$ cat config.mk
export PLATFORM = sky130hd
export DESIGN_NAME = spi_shift_engine
export DESIGN_NICKNAME = d
export VERILOG_FILES = /design/src/rtl/spi_eng_pkg.sv /design/src/rtl/spi_eng_regs.sv /design/src/rtl/spi_eng_clkdiv.sv /design/src/rtl/spi_eng_shifter.sv /design/src/rtl/spi_shift_engine.sv
export SDC_FILE = /design/constraint.sdc
export NUM_CORES = 1
export LEC_CHECK = 0
export ABC_AREA = 1
export CAP_MARGIN = 10
export CORE_AREA = 3 3 185 115
export CTS_CLUSTER_SIZE = 28
export DETAILED_ROUTE_END_ITERATION = 6
export DIE_AREA = 0 0 188 118
export PLACE_DENSITY_LB_ADDON = 0.1
export SYNTH_ARGS = -nofsm -noshare
export SYNTH_HDL_FRONTEND = slang
export SYNTH_SLANG_ARGS = --single-unit
$ cat constraint.sdc
create_clock -name clk_i -period 2.36 [get_ports clk_i]
set_input_delay 0.236 -clock clk_i [delete_from_list [all_inputs] [get_ports clk_i]]
set_output_delay 0.236 -clock clk_i [all_outputs]
set_load 0.005 [all_outputs]
$ cat src/rtl/spi_eng_pkg.sv
package spi_eng_pkg;
  localparam int XLEN = 32;

  localparam logic [7:0] ADDR_FUNC  = 8'h00;
  localparam logic [7:0] ADDR_CTRL  = 8'h04;
  localparam logic [7:0] ADDR_PINS  = 8'h08;
  localparam logic [7:0] ADDR_TXD   = 8'h10;
  localparam logic [7:0] ADDR_SHIFT = 8'h14;
  localparam logic [7:0] ADDR_RXD   = 8'h18;

  localparam int SH_GO      = 31;
  localparam int SH_CS_LSB  = 28;
  localparam int SH_TERM    = 26;
  localparam int PIN_DO     = 0;
  localparam int PIN_CLK    = 8;
  localparam int PIN_CS_LSB = 16;

  localparam logic [XLEN-1:0] PIN_RESET = 32'h0007_0000;
endpackage

$ cat src/rtl/spi_eng_regs.sv
module spi_eng_regs
  import spi_eng_pkg::*;
#(
  parameter int DIV_W  = 6,
  parameter int CNT_W  = 6,
  parameter int NUM_CS = 3
) (
  input  logic              clk_i,
  input  logic              rst_ni,
  input  logic              we_i,
  input  logic [7:0]        addr_i,
  input  logic [XLEN-1:0]   wdata_i,
  output logic [XLEN-1:0]   rdata_o,
  input  logic              busy_i,
  input  logic [XLEN-1:0]   rx_i,
  output logic [DIV_W-1:0]  div_o,
  output logic              pin_do_o,
  output logic              pin_clk_o,
  output logic [NUM_CS-1:0] pin_cs_o,
  output logic [XLEN-1:0]   tx_o,
  output logic              go_o,
  output logic [NUM_CS-1:0] go_cs_o,
  output logic              go_term_o,
  output logic [CNT_W-1:0]  go_nbits_o
);
  localparam int SHW = $clog2(XLEN) + 1;

  logic              fs_en_q;
  logic [DIV_W-1:0]  div_q;
  logic [XLEN-1:0]   pins_q, tx_q;
  logic [NUM_CS-1:0] cmd_cs_q;
  logic              cmd_term_q;
  logic [CNT_W-1:0]  cmd_cnt_q;
  logic              wr_ok;
  logic [CNT_W-1:0]  raw_cnt;

  assign wr_ok   = we_i && fs_en_q;
  assign raw_cnt = wdata_i[CNT_W-1:0];
  assign go_o    = wr_ok && (addr_i == ADDR_SHIFT) && wdata_i[SH_GO] && !busy_i;
  assign go_cs_o = wdata_i[SH_CS_LSB +: NUM_CS];
  assign go_term_o = wdata_i[SH_TERM];
  // count 0 or beyond the register width runs a full word
  assign go_nbits_o = (raw_cnt == '0 || SHW'(raw_cnt) > SHW'(XLEN)) ? CNT_W'(XLEN) : raw_cnt;

  always_ff @(posedge clk_i or negedge rst_ni) begin
    if (!rst_ni) begin
      fs_en_q    <= 1'b0;
      div_q      <= '0;
      pins_q     <= PIN_RESET;
      tx_q       <= '0;
      cmd_cs_q   <= '0;
      cmd_term_q <= 1'b0;
      cmd_cnt_q  <= '0;
    end else begin
      if (we_i && addr_i == ADDR_FUNC) fs_en_q <= wdata_i[0];
      if (wr_ok && addr_i == ADDR_CTRL && !busy_i) div_q <= wdata_i[DIV_W-1:0];
      if (wr_ok && addr_i == ADDR_PINS) pins_q <= wdata_i;
      if (wr_ok && addr_i == ADDR_TXD) tx_q <= wdata_i;
      if (go_o) begin
        cmd_cs_q   <= go_cs_o;
        cmd_term_q <= go_term_o;
        cmd_cnt_q  <= raw_cnt;
      end
    end
  end

  always_comb begin
    rdata_o = '0;
    if (addr_i == ADDR_FUNC) begin
      rdata_o[0] = fs_en_q;
    end else if (fs_en_q) begin
      unique case (addr_i)
        ADDR_CTRL:  rdata_o[DIV_W-1:0] = div_q;
        ADDR_PINS:  rdata_o = pins_q;
        ADDR_TXD:   rdata_o = tx_q;
        ADDR_RXD:   rdata_o = rx_i;
        ADDR_SHIFT: begin
          rdata_o[SH_GO]                 = busy_i;
          rdata_o[SH_CS_LSB +: NUM_CS]   = cmd_cs_q;
          rdata_o[SH_TERM]               = cmd_term_q;
          rdata_o[CNT_W-1:0]             = cmd_cnt_q;
        end
        default: rdata_o = '0;
      endcase
    end
  end

  assign div_o     = div_q;
  assign pin_do_o  = pins_q[PIN_DO];
  assign pin_clk_o = pins_q[PIN_CLK];
  assign pin_cs_o  = pins_q[PIN_CS_LSB +: NUM_CS];
  assign tx_o      = tx_q;

  AST_DIV_FROZEN: assert property (@(posedge clk_i) disable iff (!rst_ni)
    busy_i && $past(busy_i) |-> $stable(div_q));
  AST_GATED_WRITE: assert property (@(posedge clk_i) disable iff (!rst_ni)
    !$past(fs_en_q) && $past(addr_i) != ADDR_FUNC |-> $stable(tx_q) && $stable(pins_q));
endmodule

$ cat src/rtl/spi_eng_clkdiv.sv
module spi_eng_clkdiv #(
  parameter int DIV_W = 6
) (
  input  logic             clk_i,
  input  logic             rst_ni,
  input  logic             en_i,
  input  logic [DIV_W-1:0] div_i,
  output logic             tick_o
);
  logic [DIV_W-1:0] cnt_q;

  assign tick_o = en_i && (cnt_q == div_i);

  always_ff @(posedge clk_i or negedge rst_ni) begin
    if (!rst_ni)          cnt_q <= '0;
    else if (!en_i)       cnt_q <= '0;
    else if (cnt_q == div_i) cnt_q <= '0;
    else                  cnt_q <= cnt_q + 1'b1;
  end

  AST_CNT_BOUND: assert property (@(posedge clk_i) disable iff (!rst_ni)
    en_i |-> cnt_q <= div_i);
endmodule

$ cat src/rtl/spi_eng_shifter.sv
module spi_eng_shifter
  import spi_eng_pkg::*;
#(
  parameter int CNT_W  = 6,
  parameter int NUM_CS = 3
) (
  input  logic              clk_i,
  input  logic              rst_ni,
  input  logic              start_i,
  input  logic [CNT_W-1:0]  nbits_i,
  input  logic [NUM_CS-1:0] cs_i,
  input  logic              term_i,
  input  logic [XLEN-1:0]   tx_i,
  input  logic              tick_i,
  input  logic              miso_i,
  output logic              busy_o,
  output logic              sclk_o,
  output logic              mosi_o,
  output logic [NUM_CS-1:0] cs_act_o,
  output logic [XLEN-1:0]   rx_o
);
  localparam int SHW = $clog2(XLEN) + 1;

  logic              busy_q, sclk_q, term_q;
  logic [XLEN-1:0]   sh_q, in_q, rx_q;
  logic [CNT_W-1:0]  left_q;
  logic [NUM_CS-1:0] cs_q;
  logic [SHW-1:0]    pre_shift;

  assign pre_shift = SHW'(XLEN) - SHW'(nbits_i);

  always_ff @(posedge clk_i or negedge rst_ni) begin
    if (!rst_ni) begin
      busy_q <= 1'b0;
      sclk_q <= 1'b0;
      term_q <= 1'b0;
      sh_q   <= '0;
      in_q   <= '0;
      rx_q   <= '0;
      left_q <= '0;
      cs_q   <= '0;
    end else if (start_i && !busy_q) begin
      busy_q <= 1'b1;
      sclk_q <= 1'b0;
      term_q <= term_i;
      cs_q   <= cs_i;
      sh_q   <= tx_i << pre_shift;  // first bit into the MSB
      in_q   <= '0;
      left_q <= nbits_i;
    end else if (busy_q && tick_i) begin
      if (!sclk_q) begin
        sclk_q <= 1'b1;
        in_q   <= {in_q[XLEN-2:0], miso_i};
      end else begin
        sclk_q <= 1'b0;
        if (left_q == CNT_W'(1)) begin
          busy_q <= 1'b0;
          rx_q   <= in_q;
          if (term_q) cs_q <= '0;
        end else begin
          sh_q   <= sh_q << 1;
          left_q <= left_q - 1'b1;
        end
      end
    end
  end

  assign busy_o   = busy_q;
  assign sclk_o   = sclk_q;
  assign mosi_o   = sh_q[XLEN-1];
  assign cs_act_o = cs_q;
  assign rx_o     = rx_q;

  AST_MOSI_HOLD_HIGH: assert property (@(posedge clk_i) disable iff (!rst_ni)
    busy_q && $past(busy_q) && sclk_q && $past(sclk_q) |-> $stable(sh_q[XLEN-1]));
  AST_TERM_RELEASE: assert property (@(posedge clk_i) disable iff (!rst_ni)
    $fell(busy_q) && term_q |-> cs_q == '0);
  AST_HOLD_KEEPS_CS: assert property (@(posedge clk_i) disable iff (!rst_ni)
    $fell(busy_q) && !term_q |-> cs_q == $past(cs_q));
  AST_RX_ON_DONE: assert property (@(posedge clk_i) disable iff (!rst_ni)
    !$stable(rx_q) |-> $fell(busy_q));
  AST_GO_WHILE_IDLE: assert property (@(posedge clk_i) disable iff (!rst_ni)
    start_i |-> !busy_q);
endmodule

$ cat src/rtl/spi_shift_engine.sv
module spi_shift_engine
  import spi_eng_pkg::*;
#(
  parameter int DIV_W  = 6,
  parameter int CNT_W  = 6,
  parameter int NUM_CS = 3
) (
  input  logic              clk_i,
  input  logic              rst_ni,
  input  logic              we_i,
  input  logic [7:0]        addr_i,
  input  logic [XLEN-1:0]   wdata_i,
  output logic [XLEN-1:0]   rdata_o,
  output logic              sclk_o,
  output logic              mosi_o,
  input  logic              miso_i,
  output logic [NUM_CS-1:0] cs_no
);
  logic              busy, tick, go, go_term, pin_do, pin_clk, sh_sclk, sh_mosi;
  logic [DIV_W-1:0]  div;
  logic [CNT_W-1:0]  go_nbits;
  logic [NUM_CS-1:0] go_cs, pin_cs, cs_act;
  logic [XLEN-1:0]   tx, rx;

  spi_eng_regs #(.DIV_W(DIV_W), .CNT_W(CNT_W), .NUM_CS(NUM_CS)) u_regs (
    .clk_i, .rst_ni, .we_i, .addr_i, .wdata_i, .rdata_o,
    .busy_i(busy), .rx_i(rx), .div_o(div), .pin_do_o(pin_do), .pin_clk_o(pin_clk),
    .pin_cs_o(pin_cs), .tx_o(tx), .go_o(go), .go_cs_o(go_cs), .go_term_o(go_term),
    .go_nbits_o(go_nbits)
  );

  spi_eng_clkdiv #(.DIV_W(DIV_W)) u_div (
    .clk_i, .rst_ni, .en_i(busy), .div_i(div), .tick_o(tick)
  );

  spi_eng_shifter #(.CNT_W(CNT_W), .NUM_CS(NUM_CS)) u_shift (
    .clk_i, .rst_ni, .start_i(go), .nbits_i(go_nbits), .cs_i(go_cs), .term_i(go_term),
    .tx_i(tx), .tick_i(tick), .miso_i, .busy_o(busy), .sclk_o(sh_sclk), .mosi_o(sh_mosi),
    .cs_act_o(cs_act), .rx_o(rx)
  );

  for (genvar i = 0; i < NUM_CS; i++) begin : g_cs
    assign cs_no[i] = cs_act[i] ? 1'b0 : pin_cs[i];
  end

  assign sclk_o = busy ? sh_sclk : pin_clk;
  assign mosi_o = busy ? sh_mosi : pin_do;

  AST_IDLE_PINS: assert property (@(posedge clk_i) disable iff (!rst_ni)
    !busy && cs_act == '0 |-> cs_no == pin_cs && sclk_o == pin_clk);
endmodule

==> results_dict.tcl <==
set metrics [dict create \
    outcome "finished clean" \
    startpoint_type "register" \
    hp-class "primary input to asynchronous set/reset pin" \
    fin_cells 1918 \
    clkLatencyLatePin_ns 0.46 \
    initial_core_util_pct 54.3 \
    use_met3_pct 8.33 \
    htreeDepth 4 \
    grt_max_degree 70 \
    antenna_left 0 \
    vias 10600 \
    core-area_mm2 0.0198 \
    place_inst 1870 \
    n_antenna_cell 0 \
    setup_slack_ns 0.0537 \
    post-place-ws_ns -0.499 \
    top_usage_layer "met1" \
    synth_cell_types 50 \
    antenna_found_initial 0 \
    drive_gt1_share_pct 16.2 \
    grt_util_met2_pct 40.8 \
    clock-sinks 194 \
    die_y_um 118 \
    tritoncts "yes" \
    relSlewSlack_pct 61.7 \
    crit_chain "nand2_4 > a31oi_4 > buf_6 > buf_12 > buf_4 > buf_8 > nand2_1 > inv_1 > dlygate4sd2_1" \
    setup_viol 0 \
    ys_ff_latch 194 \
    clockBufferDepth 2 \
    r2r_start "u_regs.div_o[5]" \
    synth_top_cell_by_area "dfrtp_1" \
    avgSynthCellArea_um2 7.39 \
    final_nets 1680 \
    finalHoldViolCount 0 \
    synthesis.nets 1502 \
    fin_setup_tns_ns 0 \
    wl_per_cell_um 17.4 \
    cp_max_fo 5 \
    tritoncts.num_buffers 17 \
    nFillCells 1640 \
    areaGrowthSynthToFinish_pct 27.0 \
    viasPerCell 5.51 \
    grt_usage_pct 30.4 \
    arrival_ns 2.07 \
    seq_area_frac_synth_pct 45.2 \
    root_buffer "clkbuf_16" \
    synth-warning-count 0 \
    worstMarginPinSlew_ns 0.574 \
    drt-total-wl_um 33400 \
    place.gp.congestion 0.969 \
    final_max_slew_viol_count 0 \
    die_width_um 188 \
    ioPinCount 81 \
    clk_pin_slew_ns 0.08 \
    fmax_mhz 434 \
    cap_violations 0 \
    grt_first_pass_wirelength_um 52900 \
    worstSetupPathType "register to output port" \
    power_density_mw_per_mm2 534 \
    dr.pass1.iters 6 \
    ys_async_sr_fraction_pct 100 \
    overflow 0 \
    max-vdd-ir-drop_mv 0.529 \
    cp-end-kind "output port" \
    final.min_clock_period_ns 2.31 \
    dominantRegCellSynth "dfrtp_1" \
    port_buffers 80 \
    synth_top_area_share_pct 44.5 \
    r2r_cells 10 \
    max_stage_delay_ns 0.52 \
    fin_crit_sh_pct 97.7 \
    fin_worst_skew_ns 0.0135 \
    cp_slowest_cell "dfrtp_1" \
    die_area_mm2 0.0222 \
    drc_errors 0 \
    synthCells 1454 \
    synth_common_cells "432 x nand2_1, 205 x inv_1, 191 x dfrtp_1" \
    syn_area_mm2 0.0107 \
    required_ns 2.12 \
    r2r_setup_slack_ns 0.21 \
    yosysMostFrequentCell "nand2_1" \
    grt_use_met1_pct 48.2 \
    synth_edf_count 0 \
    p_leak_nw 6.70 \
    dp_hpwl_um 24000 \
    core.rowCount 40 \
    r2r-end "u_shift.sh_q[25]" \
    synth.top_cells.by_area "dfrtp_1 44%, nand2_1 15%, o21ai_0 8.1%, inv_1 7.2%, nand3_1 4.0%" \
    initialDrtViolationCount 1157 \
    grt_pass1_vias 9557 \
]
[state kept, by name, summed over array words and instances, names as in the netlist, 6 cells and up]
| signal | flops |
|---|---|
| u_shift.sh_q | 32 |
| u_regs.pins_q | 32 |
| u_regs.div_o | 6 |
| u_shift.rx_o | 32 |
| u_div.cnt_q | 6 |
| u_regs.cmd_cnt_q | 6 |
| u_regs.tx_o | 32 |
| u_shift.in_q | 32 |
| u_shift.left_q | 6 |
[worst max-delay path: cells and delay by family (launching register included)]
kind,cells,cell delay (ns)
buffers and inverters,6,0.73
flip-flops,1,0.52
AO/OA/AOI/OAI,1,0.20
AND/OR/NAND/NOR,2,0.16
[routing by layer]
layer / part of all wire [%] / routed length (um)
met5: 0 / 0
met3: 10 / 3370
met2: 40 / 13400
met1: 49 / 16200
met4: 1.4 / 476
[stage by stage]
stage,power [mW],hold slack (ns),instance area (um2),utilization (%)
2_1_floorplan,3.83,-0.0596,10700,-
3_3_place_gp,4.22,0.283,12700,64.3
3_5_place_dp,4.22,0.279,12700,64.3
4_1_cts,7.29,0.347,13600,68.6
5_1_grt,7.54,0.364,13600,69.0
6_report,7.29,0.334,13600,69.0
[where the power goes]
part	switching [mW]	internal, mW
combinational	0.495	0.312
clock	1.44	1.66
sequential	0.0214	3.36
[worst max path at each step]
| stage | start | end | depth (start not counted) |
|---|---|---|---|
| after CTS | addr_i[1] | rdata_o[26] | 14 |
| after floorplan | wdata_i[5] | u_shift.sh_q[31] | 16 |
| after global routing | addr_i[6] | rdata_o[31] | 15 |
| after detailed placement | addr_i[1] | rdata_o[26] | 11 |
| final | u_regs.fs_en_q | rdata_o[15] | 9 |
| after global placement | addr_i[1] | rdata_o[26] | 11 |
[placed cells by master (no fill, tap or decap), types with 14 or more instances in the layout]
cell type,count
a21oi_1,25
clkbuf_16,17
o22ai_1,39
nand3_1,86
buf_4,117
nand2_1,426
o21ai_0,167
nor2_1,56
o21ai_1,50
dlygate4sd2_1,27
clkdlybuf4s50_1,39
or2_2,14
o211ai_1,15
inv_1,203
buf_12,20
dfrtp_1,190
[kinds of logic (layout without fill, tap and decap cells)]
| group | after synthesis | in the layout | synth area share, % |
|---|---|---|---|
| simple gates | 628 | 628 | 24.7 |
| compound gates | 333 | 333 | 17.3 |
| flops | 194 | 194 | 45.2 |
| buf+inv | 284 | 475 | 11.3 |
| fa+ha+maj | 4 | 4 | 0.466 |
| xor+xnor | 8 | 8 | 0.722 |
| mux | 3 | 3 | 0.280 |
[layout make-up]
cell class | count | area, um2 | area share (%)
Timing Repair Buffer | 229 | 2170 | 15.9
Sequential cell | 194 | 4860 | 35.6
Inverter | 214 | 815 | 5.97
Multi-Input combinational cell | 976 | 4840 | 35.5
Clock inverter | 13 | 165 | 1.21
Tap cell | 273 | 342 | 2.50
Clock buffer | 19 | 453 | 3.32
[what timing repair did]
action | in CTS | in global routing
setup endpoints to repair | 32 | 41
setup buffers | 11 | 3
endpoints found under the hold margin | 62 | 0
cloned | 2 | 0
pin swaps | 8 | 6
hold buffers | 1 | 0
resized for setup | 99 | 27
Note: power is estimated with default switching activity, not from simulation.
